===== src/rtl/gpio_sense_pkg.sv =====
package gpio_sense_pkg;
  // Control-space register select, taken from byte address bits 4:2.
  typedef enum logic [2:0] {
    SEL_DIR    = 3'd0,
    SEL_SENSE  = 3'd1,
    SEL_BOTH   = 3'd2,
    SEL_EVENT  = 3'd3,
    SEL_IE     = 3'd4,
    SEL_RAW    = 3'd5,
    SEL_MASKED = 3'd6,
    SEL_CLR    = 3'd7
  } ctl_sel_e;
endpackage


===== src/rtl/gpio_sense_sync.sv =====
module gpio_sense_sync #(
  parameter int W      = 8,
  parameter int STAGES = 2
) (
  input  logic         clk,
  input  logic         rst_n,
  input  logic [W-1:0] d,
  output logic [W-1:0] q
);
  logic [W-1:0] stage_q [STAGES];

  for (genvar s = 0; s < STAGES; s++) begin : g_stage
    if (s == 0) begin : g_first
      always_ff @(posedge clk or negedge rst_n)
        if (!rst_n) stage_q[0] <= '0;
        else        stage_q[0] <= d;
    end else begin : g_next
      always_ff @(posedge clk or negedge rst_n)
        if (!rst_n) stage_q[s] <= '0;
        else        stage_q[s] <= stage_q[s-1];
    end
  end

  assign q = stage_q[STAGES-1];
endmodule


===== src/rtl/gpio_sense_det.sv =====
module gpio_sense_det (
  input  logic clk,
  input  logic rst_n,
  input  logic pin_s,
  input  logic lvl_mode,
  input  logic any_edge,
  input  logic pol,
  input  logic clr,
  output logic raw
);
  logic prev_q, latch_q, rise, fall, hit;

  always_ff @(posedge clk or negedge rst_n)
    if (!rst_n) prev_q <= 1'b0;
    else        prev_q <= pin_s;

  assign rise = pin_s & ~prev_q;
  assign fall = ~pin_s & prev_q;
  assign hit  = any_edge ? (rise | fall) : (pol ? rise : fall);

  // An edge takes priority over a clear written in the same cycle.
  always_ff @(posedge clk or negedge rst_n)
    if (!rst_n)        latch_q <= 1'b0;
    else if (lvl_mode) latch_q <= 1'b0;
    else if (hit)      latch_q <= 1'b1;
    else if (clr)      latch_q <= 1'b0;

  assign raw = lvl_mode ? (pin_s == pol) : latch_q;

  assert_clear_R9: assert property (@(posedge clk) disable iff (!rst_n)
    (!lvl_mode && clr && !hit) |=> !latch_q);
  assert_set_wins_R9: assert property (@(posedge clk) disable iff (!rst_n)
    (!lvl_mode && hit) |=> latch_q);
  assert_level_unlatched_R6: assert property (@(posedge clk) disable iff (!rst_n)
    lvl_mode |=> !latch_q);
endmodule


===== src/rtl/gpio_sense_port.sv =====
module gpio_sense_port
  import gpio_sense_pkg::*;
#(
  parameter int NLINES      = 8,
  parameter int SYNC_STAGES = 2,
  parameter int ADDR_W      = NLINES + 3
) (
  input  logic              clk,
  input  logic              rst_n,
  input  logic              psel,
  input  logic              penable,
  input  logic              pwrite,
  input  logic [ADDR_W-1:2] paddr,
  input  logic [NLINES-1:0] pwdata,
  output logic [NLINES-1:0] prdata,
  input  logic [NLINES-1:0] gpio_in,
  output logic [NLINES-1:0] gpio_out,
  output logic [NLINES-1:0] gpio_oe,
  output logic              irq
);
  localparam int CTL_BIT = NLINES + 2;

  logic [NLINES-1:0] dir_q, sense_q, both_q, event_q, ie_q, data_q;
  logic [NLINES-1:0] pin_s, raw, masked, clr_vec, win_mask, rd_val;
  logic              wr_en, is_ctl;
  ctl_sel_e          sel;

  assign wr_en    = psel & penable & pwrite;
  assign is_ctl   = paddr[CTL_BIT];
  assign win_mask = paddr[NLINES+1:2];
  assign sel      = ctl_sel_e'(paddr[4:2]);

  always_ff @(posedge clk or negedge rst_n)
    if (!rst_n) begin
      dir_q   <= '0;
      sense_q <= '0;
      both_q  <= '0;
      event_q <= '0;
      ie_q    <= '0;
      data_q  <= '0;
    end else if (wr_en) begin
      if (!is_ctl) data_q <= (data_q & ~win_mask) | (pwdata & win_mask);
      else begin
        case (sel)
          SEL_DIR:   dir_q   <= pwdata;
          SEL_SENSE: sense_q <= pwdata;
          SEL_BOTH:  both_q  <= pwdata;
          SEL_EVENT: event_q <= pwdata;
          SEL_IE:    ie_q    <= pwdata;
          default:   ;
        endcase
      end
    end

  assign clr_vec = (wr_en && is_ctl && sel == SEL_CLR) ? pwdata : '0;

  gpio_sense_sync #(.W(NLINES), .STAGES(SYNC_STAGES)) u_sync (
    .clk(clk), .rst_n(rst_n), .d(gpio_in), .q(pin_s)
  );

  for (genvar i = 0; i < NLINES; i++) begin : g_line
    gpio_sense_det u_det (
      .clk(clk), .rst_n(rst_n), .pin_s(pin_s[i]),
      .lvl_mode(sense_q[i]), .any_edge(both_q[i]), .pol(event_q[i]),
      .clr(clr_vec[i]), .raw(raw[i])
    );
  end

  assign masked   = raw & ie_q;
  assign irq      = |masked;
  assign gpio_oe  = dir_q;
  assign gpio_out = data_q & dir_q;

  always_comb begin
    rd_val = '0;
    if (!is_ctl) rd_val = ((data_q & dir_q) | (pin_s & ~dir_q)) & win_mask;
    else begin
      case (sel)
        SEL_DIR:    rd_val = dir_q;
        SEL_SENSE:  rd_val = sense_q;
        SEL_BOTH:   rd_val = both_q;
        SEL_EVENT:  rd_val = event_q;
        SEL_IE:     rd_val = ie_q;
        SEL_RAW:    rd_val = raw;
        SEL_MASKED: rd_val = masked;
        default:    rd_val = '0;
      endcase
    end
    prdata = (psel && !pwrite) ? rd_val : '0;
  end

  assert_oe_follows_dir_R2: assert property (@(posedge clk) disable iff (!rst_n)
    (wr_en && is_ctl && sel == SEL_DIR) |=> gpio_oe == $past(pwdata));
  assert_data_mask_R3: assert property (@(posedge clk) disable iff (!rst_n)
    (wr_en && !is_ctl) |=> ((data_q ^ $past(data_q)) & ~$past(win_mask)) == '0);
  assert_data_hold_R3: assert property (@(posedge clk) disable iff (!rst_n)
    !(wr_en && !is_ctl) |=> $stable(data_q));
  assert_irq_quiet_R10: assert property (@(posedge clk) disable iff (!rst_n)
    (ie_q == '0) |-> !irq);
endmodule


===== config.mk =====
export PLATFORM = sky130hd
export DESIGN_NAME = gpio_sense_port
export DESIGN_NICKNAME = d
export VERILOG_FILES = /design/src/rtl/gpio_sense_pkg.sv /design/src/rtl/gpio_sense_sync.sv /design/src/rtl/gpio_sense_det.sv /design/src/rtl/gpio_sense_port.sv
export SDC_FILE = /design/constraint.sdc
export NUM_CORES = 1
export LEC_CHECK = 0
export BUFFER_PORTS_ARGS = -buffer_cell sky130_fd_sc_hd__buf_4
export CAP_MARGIN = 20
export CORE_MARGIN = 3
export CORE_UTILIZATION = 58
export DETAILED_ROUTE_END_ITERATION = 6
export PLACE_DENSITY = 0.8
export RECOVER_POWER = 25
export SYNTH_ARGS = -nofsm -noshare
export SYNTH_HDL_FRONTEND = slang
export SYNTH_HIERARCHICAL = 1
export SYNTH_SLANG_ARGS = --single-unit

===== constraint.sdc =====
create_clock -name clk -period 2.6 [get_ports clk]
set_clock_uncertainty 0.15 [all_clocks]
set_input_delay 0.65 -clock clk [delete_from_list [all_inputs] [get_ports clk]]
set_output_delay 0.65 -clock clk [all_outputs]
set_load 0.02 [all_outputs]

# --- Yosys cells after proc, flatten, opt, wreduce, memory -nomap -nowiden ---
# Index checks and enable logic that the tools add are counted.
totals:
  ff_bits: 80
  in_bits: 30
  wordCells: 164
classes:
  n_eq_ne: 15
  muxes: 52
  n_bitwise: 53
  n_reduce_logical: 20
op_table:
  columns: ["op", "n"]
  rows:
  - ["case mux 8 bit (7 select lines)", 1]
  - ["AND 8 bit", 6]
  - ["two-way mux 1 bit", 48]
  - ["two-way mux 8 bit", 3]
  - ["nonzero test 3 bit", 8]
  - ["AND 1 bit", 18]
  - ["NOT 1 bit", 17]
  - ["NOT 8 bit", 2]
  - ["OR 8 bit", 2]
  - ["AND reduction 3 bit", 5]
  - ["== test 3 bit (second input constant)", 4]
  - ["== test 1 bit", 8]
  - ["OR 1 bit", 8]
  - ["OR reduction 8 bit", 1]
  - ["== test 3 x 2 -> 1 bit (second input constant)", 2]
  - ["== test 3 x 1 -> 1 bit (second input constant)", 1]
  - ["logical AND 1 bit", 3]
  - ["zero test 3 bit", 1]
  - ["AND reduction 2 bit", 1]
  - ["zero test 1 bit", 1]

# --- Depth between registers and ports, before layout ---
logic_depth:
  ltp_word: 8
  depth_mapped: 7

# --- By module ---
# The synthesis kept the hierarchy.
modules_own_cells:
  columns: ["module", "n_inst", "cells_per_inst", "area_per_inst_um2", "seq_area_each_um2"]
  rows:
  - ["gpio_sense_port", 1, 230, 2735.1, 1201.2]
  - ["gpio_sense_det", 8, 13, 141.4, 50.0]
  - ["gpio_sense_sync", 1, 24, 460.4, 400.4]

# --- Least setup slack after synthesis ---
# OpenSTA, ideal clock, no wires.
synth_timing:
  path_type: "input to output"
  start: "input paddr[3] in the netlist's numbering"
  end: "output prdata[0]"
  arrival_ns: 2.019
  t_required_ns: 1.800
  path_slack_ns: -0.219
  cell_stages: 5
  path_buffers: 2
  cell_sequence: "buf_2 -> clkbuf_1 -> nor2b_1 -> a32oi_1 -> a311oi_1"
synth_via:
  elab_chain_cells: 4
  elab_cells_between_ends: 10
synth_rtl:
  columns: ["element", "line", "source"]
  rows:
  - ["start, declared", "gpio_sense_port.sv:13", "input logic [ADDR_W-1:2] paddr,"]
  - ["== test 3 bit, or another cell as far along", "gpio_sense_port.sv:78", "case (sel)"]
  - ["case mux 8 bit (7 select lines) *", "gpio_sense_port.sv:78", null]
  - ["two-way mux 8 bit *", "gpio_sense_port.sv:76", "if (!is_ctl) rd_val = ((data_q & dir_q) | (pin_s & ~dir_q)) & win_mask;"]
  - ["two-way mux 8 bit *", "gpio_sense_port.sv:89", "prdata = (psel && !pwrite) ? rd_val : '0;"]
  - ["end, declared", "gpio_sense_port.sv:15", "output logic [NLINES-1:0] prdata,"]
# Mark *: on every way between the ends. The rest lies on a longest branch, timed or not.

# --- Final worst setup path ---
layout_timing:
  start: "register u_sync.stage_q (netlist bit u_sync/q[6])"
  end: "output prdata[6]"
layout_via:
  elab_chain_cells: 6
  elab_cells_between_ends: 9
layout_rtl:
  columns: ["element", "line", "source"]
  rows:
  - ["start, declared", "gpio_sense_sync.sv:10", "logic [W-1:0] stage_q [STAGES];"]
  - ["start signal, assigned by index", "gpio_sense_sync.sv:20", "else stage_q[s] <= stage_q[s-1];"]
  - ["== test 1 bit *", "gpio_sense_det.sv:28", "assign raw = lvl_mode ? (pin_s == pol) : latch_q;"]
  - ["two-way mux 1 bit *", "gpio_sense_det.sv:28", null]
  - ["net raw[6]", "gpio_sense_port.sv:24", "logic [NLINES-1:0] pin_s, raw, masked, clr_vec, win_mask, rd_val;"]
  - ["AND 8 bit", "gpio_sense_port.sv:69", "assign masked = raw & ie_q;"]
  - ["case mux 8 bit (7 select lines) *", "gpio_sense_port.sv:78", null]
  - ["two-way mux 8 bit *", "gpio_sense_port.sv:76", null]
  - ["two-way mux 8 bit *", "gpio_sense_port.sv:89", null]
# The timed path passes the listed nets; every way through them passes the cells marked *.

==> flow_summary.toml <==
[synthesis]
synth_ff_type = "dfrtp_1"
synth_area_um2 = 4330
synth_nets = 404
synth-edff-count = 0
synth.avg_cell_area_um2 = 12.1
netlist_instances = 358
ys_seq_area_frac = 0.463
synth_cell_types = 38
ys_async_sr_fraction = 1.00
ys_seq_elements = 80
yosys_warnings = 6

[clock_tree]
cts_max_level = 3
holdBufCountCts = 0
clk_pin_slew_worst_paths_ns = 0.08
clockBufferDepth = 2
cts_tree = "built"
root_buffer = "clkbuf_8"
clk_latency_ns = 0.36
clock-sinks = 80
cts_buffers = 9

[critical_path]
crit_fanout = 2
critPathKind = "reg2out"
worstSetupStartpointType = "register"
required_ns = 1.80
cp-end-kind = "primary output"
critPathArrivalTime_ns = 2.11

[routing]
drtIter0Drc = 128
viasPerCell = 5.54
vias = 3057
ant_nets = 0
drt_first_pass_iters = 4
routed_wl_um = 9900
drc = 0
wl_per_cell_um = 17.9

[power_and_ir_drop]
p_leak_nw = 2.63
total_power_w = 0.00352
vdd.ir_drop.worst_mv = 0.642
power_density_nw_per_um2 = 635

[die]
dieHeight_um = 92.4
start_util = 0.616
coreArea_um2 = 7020
die-area_um2 = 8530
core.rowCount = 30
fp.dieW_um = 92.4
ios = 55

[global_route]
grt_max_degree = 49
grt_pass1_wl_um = 16300
grt_pass1_vias = 3195
grt_overflow = 0
antenna_found_initial = 0
grtUsageTotal = 0.249

[placed_design]
place.gp.congestion = 0.875
placed_cell_area_um2 = 5080
dp_hpwl_um = 6740
dp_slack_ns = -0.0674
port-buffer-count = 54

[layout]
post-route-cell-area_um2 = 5540
syn2layout_area_growth_pct = 28.1
drive_gt1_frac = 0.498
nFillCells = 446
nets = 497
n_antenna_cell = 0

[timing]
maxSlewHeadroom = -0.243
fmax_mhz = 344
worst_pin_slew_ns = 1.86
setup_ws_ns = -0.309
finalHoldViolCount = 0
setup_tns_ns = -1.42
fin_crit_sh = 1.12
rsz0062_at_grt = "true"
maxSlewViolCount = 33
period_minus_slack_ns = 2.91
setup_viol = 9

[worst_hold_path]
hp-class = "reg2reg"

[outcome]
violations = "max-capacitance violations, max-slew violations, negative setup slack"
status = "finished, violations left"

[job]
max_cap_viol_count = 1
-- worst max-delay path: stages (launching register included) --
cell       delay, ns
dfrtp_1         0.39
xnor2_1         0.14
mux2_4          0.28
mux4_2          0.48
o2111ai_2       0.19
o41ai_2         0.11
buf_4           0.17
-- report_power, final --
part	total [W]	internal, W	switching, W
sequential	0.00156	0.00142	0.000148
clock	0.00101	0.000546	0.000460
combinational	0.000949	0.000537	0.000413
total	0.00352	0.00250	0.00102
-- through the flow --
| stage | util | hold WS [ns] | std cells |
|---|---|---|---|
| floorplan | - | 0.181 | 358 |
| global placement | 0.724 | 0.182 | 522 |
| detailed placement | 0.724 | 0.185 | 522 |
| CTS | 0.786 | 0.0905 | 549 |
| global route | 0.789 | 0.214 | 552 |
| finish | 0.789 | 0.202 | 552 |
-- per-layer routing --
metal	wire, um	part of all wire	vias to the layer above	global-route usage
met5	0	0	-	0
met4	169	0.017	0	0.0693
met3	478	0.048	17	0.0747
met2	4910	0.50	72	0.417
met1	4340	0.44	1525	0.312
li1	-	-	1443	-
-- final cells by class --
type                    count  area [um2]  area share
clock inverters             6        92.6      0.0167
inverters                  19        71.3      0.0129
clock buffers              10         128      0.0230
well taps                  96         120      0.0217
repair buffers            102         806       0.145
flip-flops and latches     80        2000       0.361
multi-input cells         239        2320       0.419
-- repair_timing --
item / CTS / global route
hold endpoints to repair: 0 / 0
pin swaps: 15 / 8
setup endpoints to repair: 9 / 9
buffers inserted: 11 / 3
gates resized for setup: 29 / 1
-- sequential cells by signal, summed over array words and instances (netlist names), named ones only --
signal / cells
u_sync/stage_q: 8
ie_q: 8
both_q: 8
u_sync/q: 8
g_line.u_det/prev_q: 8
gpio_oe: 8
g_line.u_det/latch_q: 8
sense_q: 8
event_q: 8
-- synth_stat cells (2+ instances only) --
master / count / area [um2]
nand2b_1: 22 / 138
ha_1: 16 / 200
a32oi_1: 6 / 52.6
buf_4: 11 / 82.6
clkbuf_1: 4 / 15.0
a21oi_1: 16 / 80.1
dfrtp_1: 80 / 2000
nand2_1: 21 / 78.8
mux2i_1: 7 / 70.1
mux2_4: 8 / 120
mux2_2: 71 / 800
and3_1: 3 / 18.8
a22oi_1: 2 / 15.0
nor2_1: 3 / 11.3
inv_1: 19 / 71.3
o2111ai_1: 2 / 17.5
o21ai_2: 8 / 70.1
buf_2: 4 / 20.0
and2_1: 17 / 106
xnor2_1: 8 / 70.1
nor2b_1: 3 / 18.8
o2bb2ai_1: 6 / 52.6
a311oi_1: 6 / 52.6
-- final timing paths --
check / start / to / slack (ns) / cells after the start
setup reg to reg: u_sync/q[5] / g_line[5].u_det/latch_q / 1.05 / 6
setup / recovery: u_sync/q[6] / prdata[6] / -0.31 / 6
hold reg to reg: u_sync/stage_q[10] / u_sync/q[2] / 0.20 / 0
min in group asynchronous: rst_n / g_line[2].u_det/prev_q / 0.65 / 1
hold / removal: u_sync/stage_q[10] / u_sync/q[2] / 0.20 / 0
max in group asynchronous: rst_n / both_q[1] / 0.58 / 1
-- cell families (layout without fill, tap and decap cells) --
logic type	count (synthesis)	count (layout)	share of synthesized area
mux	87	87	0.234
buf+inv	39	137	0.0445
compound gates	51	51	0.0885
xor+xnor	8	8	0.0162
simple gates	77	77	0.108
flops	80	80	0.463
fa+ha+maj	16	16	0.0463
-- cell usage in the layout (no fill, tap or decap), drive strengths merged, types with 2 or more instances in the layout --
cell type / count
buf: 93
dfrtp: 80
mux2: 79
nand2b: 22
nand2: 21
inv: 20
clkbuf: 19
and2: 17
a21oi: 16
ha: 16
xnor2: 8
o21ai: 8
mux2i: 7
o2bb2ai: 6
a32oi: 6
a311oi: 6
nor2: 4
and3: 3
nor2b: 3
clkinvlp: 2
bufinv: 2
o2111ai: 2
a22oi: 2
nand4: 2
(Power assumes the default switching activity.)
